File: src/rtl/rng_pkg.sv
package rng_pkg;

   localparam int REG_W     = 32;

   // register byte offsets
   localparam int CTRL_OFS  = 0;
   localparam int STAT_OFS  = 4;
   localparam int DATA_OFS  = 8;

   // control bit positions
   localparam int CB_EN     = 2;
   localparam int CB_IE     = 3;
   localparam int CB_CED    = 5;
   localparam int CB_AREC   = 7;
   localparam int CB_DIV_LO = 16;
   localparam int DIV_W     = 4;
   localparam int CB_CRST   = 30;

   // status bit positions
   localparam int SB_RDY    = 0;
   localparam int SB_CEC    = 1;
   localparam int SB_SEC    = 2;
   localparam int SB_CEI    = 5;
   localparam int SB_SEI    = 6;

   typedef struct packed {
      logic [DIV_W-1:0] div;
      logic             arec;
      logic             ced;
   } rng_cfg_t;

endpackage

File: src/rtl/rng_fifo.sv
module rng_fifo #(
   parameter int DEPTH = 4,
   parameter int W     = 32
) (
   input  logic         clk,
   input  logic         rst_n,
   input  logic         push,
   input  logic         pop,
   input  logic         flush,
   input  logic [W-1:0] din,
   output logic [W-1:0] head,
   output logic         empty,
   output logic         full
);
   localparam int AW = (DEPTH > 1) ? $clog2(DEPTH) : 1;
   localparam int CW = AW + 1;

   generate
      if (DEPTH < 2 || (DEPTH & (DEPTH - 1)) != 0) begin : g_bad_depth
         $error("rng_fifo: DEPTH must be a power of two of at least 2");
      end
   endgenerate

   logic [W-1:0]  mem [DEPTH];
   logic [AW-1:0] wp, rp;
   logic [CW-1:0] cnt;

   assign empty = (cnt == '0);
   assign full  = (cnt == CW'(DEPTH));
   assign head  = mem[rp];

   always_ff @(posedge clk) begin
      if (push) mem[wp] <= din;
   end

   always_ff @(posedge clk or negedge rst_n) begin
      if (!rst_n) begin
         wp  <= '0;
         rp  <= '0;
         cnt <= '0;
      end else if (flush) begin
         wp  <= '0;
         rp  <= '0;
         cnt <= '0;
      end else begin
         if (push) wp <= wp + AW'(1);
         if (pop)  rp <= rp + AW'(1);
         cnt <= cnt + {{AW{1'b0}}, push} - {{AW{1'b0}}, pop};
      end
   end


   no_overflow_chk: assert property (@(posedge clk) disable iff (!rst_n)
      full |-> !push);

   no_underflow_chk: assert property (@(posedge clk) disable iff (!rst_n)
      empty |-> !pop);

endmodule

File: src/rtl/rng_ctrl.sv
module rng_ctrl
   import rng_pkg::*;
#(
   parameter int RST_CYC = 16
) (
   input  logic     clk,
   input  logic     rst_n,
   input  logic     wr_ctrl,
   input  logic     w_en,
   input  logic     w_ie,
   input  logic     w_crst,
   input  rng_cfg_t w_cfg,
   output logic     en,
   output logic     ie,
   output rng_cfg_t cfg,
   output logic     sub_reset,
   output logic     reset_done
);
   localparam int CW = (RST_CYC > 1) ? $clog2(RST_CYC) : 1;

   generate
      if (RST_CYC < 2) begin : g_bad_rst
         $error("rng_ctrl: RST_CYC must be at least 2");
      end
   endgenerate

   logic          hold, busy;
   logic [CW-1:0] cnt;

   assign reset_done = busy && (cnt == CW'(RST_CYC - 1));
   assign sub_reset  = hold | busy;

   always_ff @(posedge clk or negedge rst_n) begin
      if (!rst_n) begin
         en   <= 1'b0;
         ie   <= 1'b0;
         cfg  <= '0;
         hold <= 1'b0;
         busy <= 1'b0;
         cnt  <= '0;
      end else begin
         if (busy) begin
            if (reset_done) begin
               busy <= 1'b0;
               cnt  <= '0;
            end else begin
               cnt <= cnt + CW'(1);
            end
         end
         if (wr_ctrl) begin
            en <= w_en;
            ie <= w_ie;
            if (w_crst) begin
               hold <= 1'b1;
               cfg  <= w_cfg;
            end else if (hold) begin
               hold <= 1'b0;
               busy <= 1'b1;
               cnt  <= '0;
            end
         end
      end
   end


   cfg_hold_chk: assert property (@(posedge clk) disable iff (!rst_n)
      !(wr_ctrl && w_crst) |=> $stable(cfg));

endmodule

File: src/rtl/rng_status.sv
module rng_status #(
   parameter int RST_CYC = 16
) (
   input  logic clk,
   input  logic rst_n,
   input  logic wr_stat,
   input  logic keep_cei,
   input  logic keep_sei,
   input  logic seed_fault,
   input  logic clock_fault,
   input  logic ced,
   input  logic arec,
   input  logic reset_done,
   output logic secs,
   output logic seis,
   output logic cecs,
   output logic ceis,
   output logic auto_done
);
   localparam int CW = (RST_CYC > 1) ? $clog2(RST_CYC) : 1;

   logic [CW-1:0] ar_cnt;
   logic          clk_err;

   assign clk_err   = clock_fault & ~ced;
   assign auto_done = secs && arec && (ar_cnt == CW'(RST_CYC - 1));

   always_ff @(posedge clk or negedge rst_n) begin
      if (!rst_n) begin
         secs   <= 1'b0;
         seis   <= 1'b0;
         cecs   <= 1'b0;
         ceis   <= 1'b0;
         ar_cnt <= '0;
      end else begin
         cecs <= clk_err;
         if (clk_err)                   ceis <= 1'b1;
         else if (wr_stat && !keep_cei) ceis <= 1'b0;

         if (seed_fault)                seis <= 1'b1;
         else if (wr_stat && !keep_sei) seis <= 1'b0;

         if (seed_fault)                     secs <= 1'b1;
         else if (reset_done || auto_done)   secs <= 1'b0;

         if (!(secs && arec) || auto_done) ar_cnt <= '0;
         else                              ar_cnt <= ar_cnt + CW'(1);
      end
   end


   seed_flag_chk: assert property (@(posedge clk) disable iff (!rst_n)
      seed_fault |=> (secs && seis));

   auto_keep_chk: assert property (@(posedge clk) disable iff (!rst_n)
      (auto_done && !seed_fault && !wr_stat) |=> (!secs && $stable(seis)));

endmodule

File: src/rtl/rng_filler.sv
module rng_filler #(
   parameter int FILL_N = 8,
   parameter int DIV_W  = 4
) (
   input  logic             clk,
   input  logic             rst_n,
   input  logic             en,
   input  logic             halt,
   input  logic             full,
   input  logic [DIV_W-1:0] div,
   output logic             take
);
   localparam int MAX_SH = (1 << DIV_W) - 1;
   localparam int CW     = $clog2(FILL_N) + MAX_SH + 1;

   generate
      if (FILL_N < 2) begin : g_bad_fill
         $error("rng_filler: FILL_N must be at least 2");
      end
   endgenerate

   logic [CW-1:0] cnt, period;
   logic          active;

   assign period = CW'(FILL_N) << div;
   assign active = en & ~halt & ~full;
   assign take   = active && (cnt == period - CW'(1));

   always_ff @(posedge clk or negedge rst_n) begin
      if (!rst_n)               cnt <= '0;
      else if (!active || take) cnt <= '0;
      else                      cnt <= cnt + CW'(1);
   end

endmodule

File: src/rtl/rng_periph.sv
module rng_periph
   import rng_pkg::*;
#(
   parameter int ADDR_W     = 4,
   parameter int FIFO_DEPTH = 4,
   parameter int FILL_N     = 8,
   parameter int RST_CYC    = 16
) (
   input  logic              clk,
   input  logic              rst_n,
   input  logic [ADDR_W-1:0] bus_addr,
   input  logic              bus_wr,
   input  logic              bus_rd,
   input  logic [REG_W-1:0]  bus_wdata,
   output logic [REG_W-1:0]  bus_rdata,
   input  logic [REG_W-1:0]  ent_word,
   output logic              ent_take,
   input  logic              seed_fault,
   input  logic              clock_fault,
   output logic              irq
);
   generate
      if (ADDR_W < 4) begin : g_bad_addr
         $error("rng_periph: ADDR_W must cover offset 0x8");
      end
   endgenerate

   logic sel_ctrl, sel_stat, sel_data;
   logic wr_ctrl, wr_stat, pop;
   logic en, ie, sub_reset, reset_done;
   logic secs, seis, cecs, ceis, auto_done;
   logic empty, full;
   logic [REG_W-1:0] head, ctrl_rd, stat_rd, data_rd;
   rng_cfg_t cfg, w_cfg;
   logic unused_wbits;

   assign sel_ctrl = (bus_addr == ADDR_W'(CTRL_OFS));
   assign sel_stat = (bus_addr == ADDR_W'(STAT_OFS));
   assign sel_data = (bus_addr == ADDR_W'(DATA_OFS));
   assign wr_ctrl  = bus_wr & sel_ctrl;
   assign wr_stat  = bus_wr & sel_stat;
   assign pop      = bus_rd & sel_data & ~empty;
   assign unused_wbits = ^bus_wdata;

   assign w_cfg.div  = bus_wdata[CB_DIV_LO +: DIV_W];
   assign w_cfg.arec = bus_wdata[CB_AREC];
   assign w_cfg.ced  = bus_wdata[CB_CED];

   rng_ctrl #(.RST_CYC(RST_CYC)) u_ctrl (
      .clk        (clk),
      .rst_n      (rst_n),
      .wr_ctrl    (wr_ctrl),
      .w_en       (bus_wdata[CB_EN]),
      .w_ie       (bus_wdata[CB_IE]),
      .w_crst     (bus_wdata[CB_CRST]),
      .w_cfg      (w_cfg),
      .en         (en),
      .ie         (ie),
      .cfg        (cfg),
      .sub_reset  (sub_reset),
      .reset_done (reset_done)
   );

   rng_status #(.RST_CYC(RST_CYC)) u_status (
      .clk         (clk),
      .rst_n       (rst_n),
      .wr_stat     (wr_stat),
      .keep_cei    (bus_wdata[SB_CEI]),
      .keep_sei    (bus_wdata[SB_SEI]),
      .seed_fault  (seed_fault),
      .clock_fault (clock_fault),
      .ced         (cfg.ced),
      .arec        (cfg.arec),
      .reset_done  (reset_done),
      .secs        (secs),
      .seis        (seis),
      .cecs        (cecs),
      .ceis        (ceis),
      .auto_done   (auto_done)
   );

   rng_filler #(.FILL_N(FILL_N), .DIV_W(DIV_W)) u_filler (
      .clk   (clk),
      .rst_n (rst_n),
      .en    (en),
      .halt  (secs | sub_reset),
      .full  (full),
      .div   (cfg.div),
      .take  (ent_take)
   );

   rng_fifo #(.DEPTH(FIFO_DEPTH), .W(REG_W)) u_fifo (
      .clk   (clk),
      .rst_n (rst_n),
      .push  (ent_take),
      .pop   (pop),
      .flush (sub_reset | auto_done),
      .din   (ent_word),
      .head  (head),
      .empty (empty),
      .full  (full)
   );

   always_comb begin
      ctrl_rd = '0;
      ctrl_rd[CB_EN]               = en;
      ctrl_rd[CB_IE]               = ie;
      ctrl_rd[CB_CED]              = cfg.ced;
      ctrl_rd[CB_AREC]             = cfg.arec;
      ctrl_rd[CB_DIV_LO +: DIV_W]  = cfg.div;
      ctrl_rd[CB_CRST]             = sub_reset;
      stat_rd = '0;
      stat_rd[SB_RDY] = ~empty;
      stat_rd[SB_CEC] = cecs;
      stat_rd[SB_SEC] = secs;
      stat_rd[SB_CEI] = ceis;
      stat_rd[SB_SEI] = seis;
      data_rd = (empty || secs) ? '0 : head;
      bus_rdata = '0;
      if (bus_rd) begin
         if (sel_ctrl)      bus_rdata = ctrl_rd;
         else if (sel_stat) bus_rdata = stat_rd;
         else if (sel_data) bus_rdata = data_rd;
      end
   end

   assign irq = ie & (seis | ceis);


   halt_take_chk: assert property (@(posedge clk) disable iff (!rst_n)
      (secs || sub_reset) |-> !ent_take);

endmodule

File: config.mk
export PLATFORM = sky130hd
export DESIGN_NAME = rng_periph
export DESIGN_NICKNAME = d
export VERILOG_FILES = /design/src/rtl/rng_pkg.sv /design/src/rtl/rng_fifo.sv /design/src/rtl/rng_ctrl.sv /design/src/rtl/rng_status.sv /design/src/rtl/rng_filler.sv /design/src/rtl/rng_periph.sv
export SDC_FILE = /design/constraint.sdc
export NUM_CORES = 1
export LEC_CHECK = 0
export ABC_AREA = 1
export CAP_MARGIN = 20
export CELL_PAD_IN_SITES_DETAIL_PLACEMENT = 0
export CELL_PAD_IN_SITES_GLOBAL_PLACEMENT = 1
export CORE_UTILIZATION = 30
export CTS_CLUSTER_SIZE = 14
export DETAILED_ROUTE_END_ITERATION = 6
export PLACE_DENSITY_LB_ADDON = 0.1
export RECOVER_POWER = 50
export SLEW_MARGIN = 20
export SYNTH_ARGS = -nofsm -noshare
export SYNTH_HDL_FRONTEND = slang
export SYNTH_SLANG_ARGS = --single-unit
File: constraint.sdc
create_clock -name clk -period 7.4 [get_ports clk]
set_input_delay 1.85 -clock clk [delete_from_list [all_inputs] [get_ports clk]]
set_output_delay 1.85 -clock clk [all_outputs]
set_load 0.05 [all_outputs]
Word level (Yosys, flattened, before mapping)
Memories as Yosys holds them, arrays and structs flattened.
Cells that the tools add are included.
- register bits after elaboration: 48
- latch bits: 0
- bits in writable memories: 128
- memory bits (read-only): 0
- input bits: 74
- output and inout port bits: 34
- logic and storage cells: 102
- memories kept: 1
- $add $sub $neg: 8
- multipliers: 0
- divide/modulo/power cells: 0
- $lt $le $gt $ge: 0
- eq/ne operators: 6
- shift operators: 1
- multiplexer cells: 31
- bitwise operators: 16
- reduce and logical (&&, ||, !) cells: 22
- memory list (name ; depth ; bits a word ; rd ports ; clocked after Yosys merged registers in ; write ports ; line ; text):
    u_fifo.mem ; 4 ; 32 ; 1 ; 0 ; 1 ; rng_fifo.sv:24 ; logic [W-1:0] mem [DEPTH];
- operators by type and width (kind ; number):
    $mux W32 ; 5
    $mux W4 ; 6
    $add A19 B1 Y19 const B ; 1
    $eq A19 B19 Y1 ; 1
    $mux W19 ; 1
    $shl A4 B4 Y19 const A ; 1
    $sub A19 B1 Y19 const B ; 1
    $mux W1 ; 14
    $eq A4 B4 Y1 const B ; 3
    $reduce_bool A2 Y1 ; 5
    $add A4 B1 Y4 const B ; 2
    $and A1 B1 Y1 ; 8
    $mux W2 ; 4
    $logic_and A1 B1 Y1 ; 6
    $add A2 B1 Y2 const B ; 2
    $eq A4 B3 Y1 const B ; 1
    $logic_not A1 Y1 ; 4
    $logic_not A4 Y1 ; 1
    $logic_or A1 B1 Y1 ; 4
    $not A1 Y1 ; 4
    $or A1 B1 Y1 ; 4
    $add A3 B1 Y3 ; 1
    $eq A3 B3 Y1 const B ; 1
    $logic_not A3 Y1 ; 1
    other kinds (3) ; 3

Logic depth before layout (Yosys ltp)
Gate-level depths: netlist of the first run.
- depth in word-level cells: 9
- gate-level depth with buffers: 21
- depth with buffers taken out: 20

Cells and area by module
A second synthesis of the first run with hierarchy kept.
- cell total of the unflattened synthesis: 906
- area total of the unflattened synthesis: 8757.1 um2
- modules (own cells, without submodules) (module ; times used ; cells an instance ; area each (um2) ; seq. area each (um2)):
    rng_fifo ; 1 ; 427 ; 5554.1 ; 4018.9
    rng_filler ; 1 ; 249 ; 1546.5 ; 475.5
    rng_periph ; 1 ; 124 ; 666.9 ; 0.0
    rng_ctrl ; 1 ; 70 ; 649.4 ; 350.3
    rng_status ; 1 ; 36 ; 340.3 ; 200.2

Worst setup path before layout of the first run
Ideal clock, no wire load.
- kind: input-to-output
- from: input port bus_addr[1]
- to: output port bus_rdata[7]
- data arrival time: 3.687 ns
- data required time: 5.550 ns
- slack: 1.863 ns
- cell stages on the path: 5
- path buffers: 0
- path through: nor2_1 > nand3_1 > nor3_2 > nand2_1 > o21ai_0
- word-level cells in the longest chain between the ends: 5
- elaborated cells on any way between the ends: 7
- those cells by class: eq/ne (2); mux (4); reduce/logical (1)
- RTL lines (what ; line ; text):
    from (decl) ; rng_periph.sv:11 ; input logic [ADDR_W-1:0] bus_addr,
    $eq A4 B4 Y1 ; rng_periph.sv:39 ; assign sel_data = (bus_addr == ADDR_W'(DATA_OFS));
    $mux W32 ; rng_periph.sv:123 ; else if (sel_data) bus_rdata = data_rd;
    $mux W32 ; rng_periph.sv:122 ; else if (sel_stat) bus_rdata = stat_rd;
    $mux W32 (*) ; rng_periph.sv:121 ; if (sel_ctrl) bus_rdata = ctrl_rd;
    $mux W32 (*) ; rng_periph.sv:120 ; if (bus_rd) begin
    to (decl) ; rng_periph.sv:15 ; output logic [REG_W-1:0] bus_rdata,
Every way passes the cells marked *; elsewhere a longest branch is shown, timed or not.

Final worst setup path of the first run
- from: input port bus_addr[1]
- to: output port bus_rdata[21]
Same word-level chain as after synthesis.

==> reports/qor.csv, run 1 <==
metric,value,unit
outcome,"complete, but fails checks",
failing checks,"max-capacitance violations, max-slew violations",
fin crit period,6070,ps
crit end category,output pin,
CTS tree,done,
setup TNS,0,ps
Worst VDD drop,0.000135,V
CTS Buffer Depth,2,
most numerous cell on the critical path,clkdlybuf4s50_1,
most area-consuming cells after synthesis,"edfxtp_1 48%, dfrtp_1 15%, nor2_1 7.1%",
clk sinks,176,
Syn Nets,864,
CTS Buf Count,17,
vias in the first global route,5676,
max-slew violations,49,
CORE AREA,26000,sq um
RSZ-0062 raised after global routing,no,
critical path type,in2out,
Slowest Stage Delay on Critical Path,860,ps
Final Wtd Congestion,0.799,
initial antenna violation count,5,
Fin Hold WS,460,ps
synth unique cells,38,
Die Height,165,microns
via count,5644,
post-synth top area cell,edfxtp_1,
ANT nets after route,0,
Layout area overhead,22.7,%
GRT Total Usage,15.6,%
H-tree levels,4,
DR vias/cell,4.63,
ys async rst share,27.3,%
first drt pass iteration count,4,
grt total ovfl,0,
synth cell count leaders,"151 x nor2_1, 128 x edfxtp_1, 125 x nand2_1",
most numerous cell in the Yosys netlist,nor2_1,
nets,951,
Worst Tran Pin Value,2780,ps
Slew HR,-85.5,%
critical path peak fanout,21,
Yosys warnings,0,
share of layout cells above drive strength 1,7.39,%
CP startpoint kind,primary input,
drt drc,0,
Row Count,59,
Post-synth EDFFs,128,
Max Cap Viol,1,
# Post-CTS Setup Buffers,0,
Seq cells post-synth,176,
clock-pin slew on the worst setup and hold paths,70,ps
worst skew pair latency,430,ps
Final Cycle Share,82.1,%
Mapped Avg Cell Area,10.2,sq um
Iteration-0 DRC Markers,359,
Power Density,224,nW/um^2
DP HPWL,12700,microns
largest net degree at the start of global routing,68,
CP bufs+invs,3,
final setup fails,0,
first-pass GRT wire length,31300,microns
CP max stage cell,clkdlybuf4s50_1,
Root Driver,clkbuf_16,
crit-path cells,clkdlybuf4s50_1 -> nor2_1 -> nand3_1 -> nor3_2 -> nand2_1 -> buf_4 -> a21oi_1 -> clkdlybuf4s50_1,
Die ar.,27100,sq um
WP data arrival,4220,ps
Leak,0.00363,uW
routed len/inst,16.5,microns
initial core utilization,30.5,%
total power,2180,uW
Synth Instances,779,
fmax,165,MHz
register area share after synthesis,63.6,%
Hold Path Class,reg2reg,
final hold violations,0,
Required @ worst endpoint,5550,ps
io pins,108,
Die Span X,165,microns
drt total wl,20100,microns
cts hold-fix bufs,0,
post-synth top area share,48.5,%
commonest register cell after synthesis,edfxtp_1,
synthesized cell area,7930,sq um
PostCTS Resize Cnt,0,
worst-case clock skew,14.0,ps
IO Port Bufs,85,
Top Family by Delay on Critical Path,buffers and inverters,
-- per-layer routing --
metal / up-vias / GRT usage, % / share of wire (%)
met5: - / 0 / 0.050
met4: 2 / 4.21 / 0.96
met3: 15 / 3.57 / 4.4
met2: 99 / 26.1 / 48
met1: 2712 / 20.3 / 47
li1: 2816 / - / -
-- path summary, 6_finish.rpt --
kind / endpoint / start / depth (start not counted) / slack [ps]
min in group asynchronous: u_status.ar_cnt[2] / rst_n / 2 / 2410
hold reg to reg: u_status.ar_cnt[0] / u_status.ar_cnt[0] / 1 / 460
max in group asynchronous: u_fifo.rp[0] / rst_n / 2 / 3210
setup reg to reg: u_fifo.cnt[2] / u_ctrl.cfg[5] / 20 / 3290
hold / removal: u_status.ar_cnt[0] / u_status.ar_cnt[0] / 1 / 460
setup / recovery: bus_rdata[21] / bus_addr[1] / 8 / 1330
-- sequential cells by signal (all words and copies together), names as in the netlist, 2 cells and up --
name and count:
u_fifo.mem 128, u_fifo.cnt 3, u_status.ar_cnt 4, u_fifo.wp 2, u_filler.cnt 19, u_ctrl.cnt 4
u_fifo.rp 2, u_ctrl.cfg 6
-- logic make-up after synthesis --
logic type | count (synthesis) | share of synthesized area [%]
simple gates | 350 | 18.7
flops | 176 | 63.6
compound gates | 132 | 9.01
buf+inv | 91 | 4.70
xor+xnor | 17 | 1.88
fa+ha+maj | 11 | 1.83
mux | 2 | 0.284
-- per-stage QoR --
step / area [sq um] / setup slack [ps] / std cells / util, %
3_5_place_dp: 9170 / 1290 / 1182 / 35.3
6_report: 9730 / 1330 / 1219 / 37.5
5_1_grt: 9720 / 923 / 1214 / 37.4
4_1_cts: 9750 / 1280 / 1214 / 37.5
2_1_floorplan: 7930 / 1860 / 779 / -
3_3_place_gp: 9170 / 1280 / 1182 / 35.3
-- placed cells by master (no fill, tap or decap), types with 4 or more instances in the layout --
cell type	count
a21oi_1	41
a22oi_1	4
a32o_1	4
buf_4	9
clkbuf_16	17
clkdlybuf4s50_1	50
dfrtp_1	47
diode_2	5
dlygate4sd3_1	34
edfxtp_1	128
ha_1	10
inv_1	61
inv_6	4
nand2_1	126
nand3_1	33
nand4_1	8
nor2_1	150
nor2_2	9
nor2_4	6
nor3_1	12
o21ai_0	66
o22ai_1	13
xor2_1	14
-- final cells by class --
cell class	count	area [sq um]
Fill cell	2608	16300
Sequential cell	176	5050
Multi-Input combinational cell	512	2520
Timing Repair Buffer	95	917
Clock buffer	19	433
Tap cell	335	419
Inverter	64	244
Clock inverter	13	144
Antenna cell	5	12.5
-- report_power, final --
| part | switching (uW) | internal [uW] |
|---|---|---|
| registers | 33.5 | 1090 |
| logic | 111 | 70.6 |
| clock network | 404 | 478 |
Note: power is estimated with default switching activity, not from simulation.
==> inputs of run 2 (changes only) <==
clock period = 5.6 ns   (was 7.4 ns; I/O delays follow)
==> reports/qor.csv, run 2 (synthesis results as in run 1) <==
metric,value,unit,change
outcome,"complete, but fails checks",,
failing checks,"max-capacitance violations, max-slew violations",,
Top Family by Delay on Critical Path,buffers and inverters,,
crit-path cells,dlygate4sd3_1 -> nor2_1 -> nand3_1 -> nor3_2 -> buf_4 -> a21oi_1 -> a211oi_1 -> clkdlybuf4s50_1,,
Reg-to-Reg Start,u_ctrl.cfg[5],,
grt total ovfl,0,,unchanged
CTS Buffer Depth,2,,unchanged
first drt pass iteration count,4,,unchanged
# Post-CTS Setup Buffers,0,,unchanged
Worst Tran Pin Value,2760,ps,-26.6 ps
worst-case clock skew,13.5,ps,-0.464 ps
min setup slack post-route,387,ps,-939 ps
Final Wtd Congestion,0.765,,-4.3%
Largest register FFs,128,,unchanged
Power Density,290,nW/um^2,+30%
critical path type,in2out,,
Die ar.,27100,sq um,unchanged
WP data arrival,3810,ps,-410 ps
biggest regs,"u_fifo.mem: 128 flops, u_filler.cnt: 19 flops, u_ctrl.cfg: 6 flops",,
setup TNS,0,ps,unchanged
nets,954,,+0.32%
crit path launch,bus_addr[1],,
reg2reg setup slack,1880,ps,-1410 ps
Worst VDD drop,0.000184,V,+36%
largest net degree at the start of global routing,67,,-1.5%
Max Cap Viol,1,,unchanged
capture point of the worst path,bus_rdata[0],,
Final Cycle Share,93.1,%,
routed len/inst,16.6,microns,+0.41%
Crit path depth,8,,unchanged
cts hold-fix bufs,0,,unchanged
Root Driver,clkbuf_16,,
CP max stage cell,clkdlybuf4s50_1,,
utilization after layout,38.6,%,+1.2 points
CTS Buf Count,17,,unchanged
dpl cell area,9450,sq um,+3.0%
Slew HR,-83.7,%,+1.8 points
FF-to-FF End,u_fifo.mem[3][0],,
CP bufs+invs,3,,unchanged
fin crit period,5210,ps,
crit end category,output pin,,
H-tree levels,4,,unchanged
final setup fails,0,,unchanged
ANT nets after route,0,,unchanged
Required @ worst endpoint,4200,ps,-1350 ps
grt met1 use,20.9,%,+0.57 points
most frequent cells in the layout,"147 x nor2_1, 128 x edfxtp_1, 126 x nand2_1",,
final hold violations,0,,unchanged
GR Layer Usage met3,3.99,%,+0.43 points
Row Count,59,,unchanged
PostCTS Resize Cnt,0,,unchanged
Slowest Stage Delay on Critical Path,870,ps,about the same
hold depth,1,,unchanged
GRT Total Usage,15.8,%,+0.16 points
vias in the first global route,5750,,+1.3%
io pins,108,,unchanged
IO Port Bufs,85,,unchanged
M2 GR Usage,26.1,%,-0.038 points
Leak,0.00377,uW,+3.9%
clk sinks,176,,unchanged
grt peak-use layer,met2,,
fmax,192,MHz,
RSZ-0062 raised after global routing,no,,
first-pass GRT wire length,31900,microns,+1.8%
critical path peak fanout,6,,-71%
Die Height,165,microns,unchanged
CTS tree,done,,
DP HPWL,13200,microns,+3.8%
DR vias/cell,4.62,,-0.26%
drt total wl,20200,microns,+0.50%
CORE AREA,26000,sq um,unchanged
Die Span X,165,microns,unchanged
Layout area overhead,26.6,%,
max-slew violations,49,,unchanged
post-route cell area,10000,sq um,+3.1%
worst skew pair latency,430,ps,about the same
share of layout cells above drive strength 1,10.8,%,+3.4 points
"most common cell after layout, fill and taps aside",nor2_1,,
Hold Path Class,reg2reg,,
Iteration-0 DRC Markers,352,,-1.9%
clock-pin slew on the worst setup and hold paths,70,ps,about the same
R2R depth,15,,-25%
CP startpoint kind,primary input,,
initial antenna violation count,4,,-1
Setup WS pre-CTS,525,ps,-765 ps
via count,5634,,-0.18%
initial core utilization,30.5,%,unchanged
Largest Register,u_fifo.mem,,
drt drc,0,,unchanged
[run 2: cell type report]
cell class	instances	area [sq um]
diodes	4	10.0
clock buffers	17	425
clock inverters	14	170
fillers	2582	15900
inverters	64	243
multi-input cells	512	2530
flip-flops and latches	176	5050
well taps	335	419
repair buffers	98	1190
[run 2: worst min-delay path by stage]
stage	startpoint	endpoint	slack [ps]
3_3_place_gp	u_status.ar_cnt[0]	u_status.ar_cnt[0]	450
4_1_cts	u_status.ar_cnt[0]	u_status.ar_cnt[0]	470
6_report	u_status.ar_cnt[0]	u_status.ar_cnt[0]	470
3_5_place_dp	u_status.ar_cnt[0]	u_status.ar_cnt[0]	460
2_1_floorplan	u_status.ar_cnt[0]	u_status.ar_cnt[0]	430
5_1_grt	u_fifo.rp[0]	u_fifo.rp[0]	490
[run 2: power by group]
| part | total, uW | internal [uW] | switching [uW] |
|---|---|---|---|
| clock network | 1190 | 636 | 557 |
| logic | 243 | 94.5 | 148 |
| registers | 1480 | 1430 | 45.0 |
| total | 2920 | 2160 | 750 |
[run 2: per-layer routing]
| metal | vias up | share of wire [%] | wire length [microns] |
|---|---|---|---|
| met4 | 0 | 0.64 | 129 |
| met2 | 90 | 48 | 9680 |
| met5 | - | 0 | 0 |
| met3 | 8 | 3.9 | 792 |
| li1 | 2829 | - | - |
| met1 | 2707 | 48 | 9640 |
[run 2: stage by stage]
step	hold WS (ps)	cells	power [uW]
final	468	1220	2920
after global routing	494	1217	3040
after CTS	471	1216	2950
after detailed placement	462	1185	1760
after global placement	448	1185	1760
after floorplan	432	779	1650
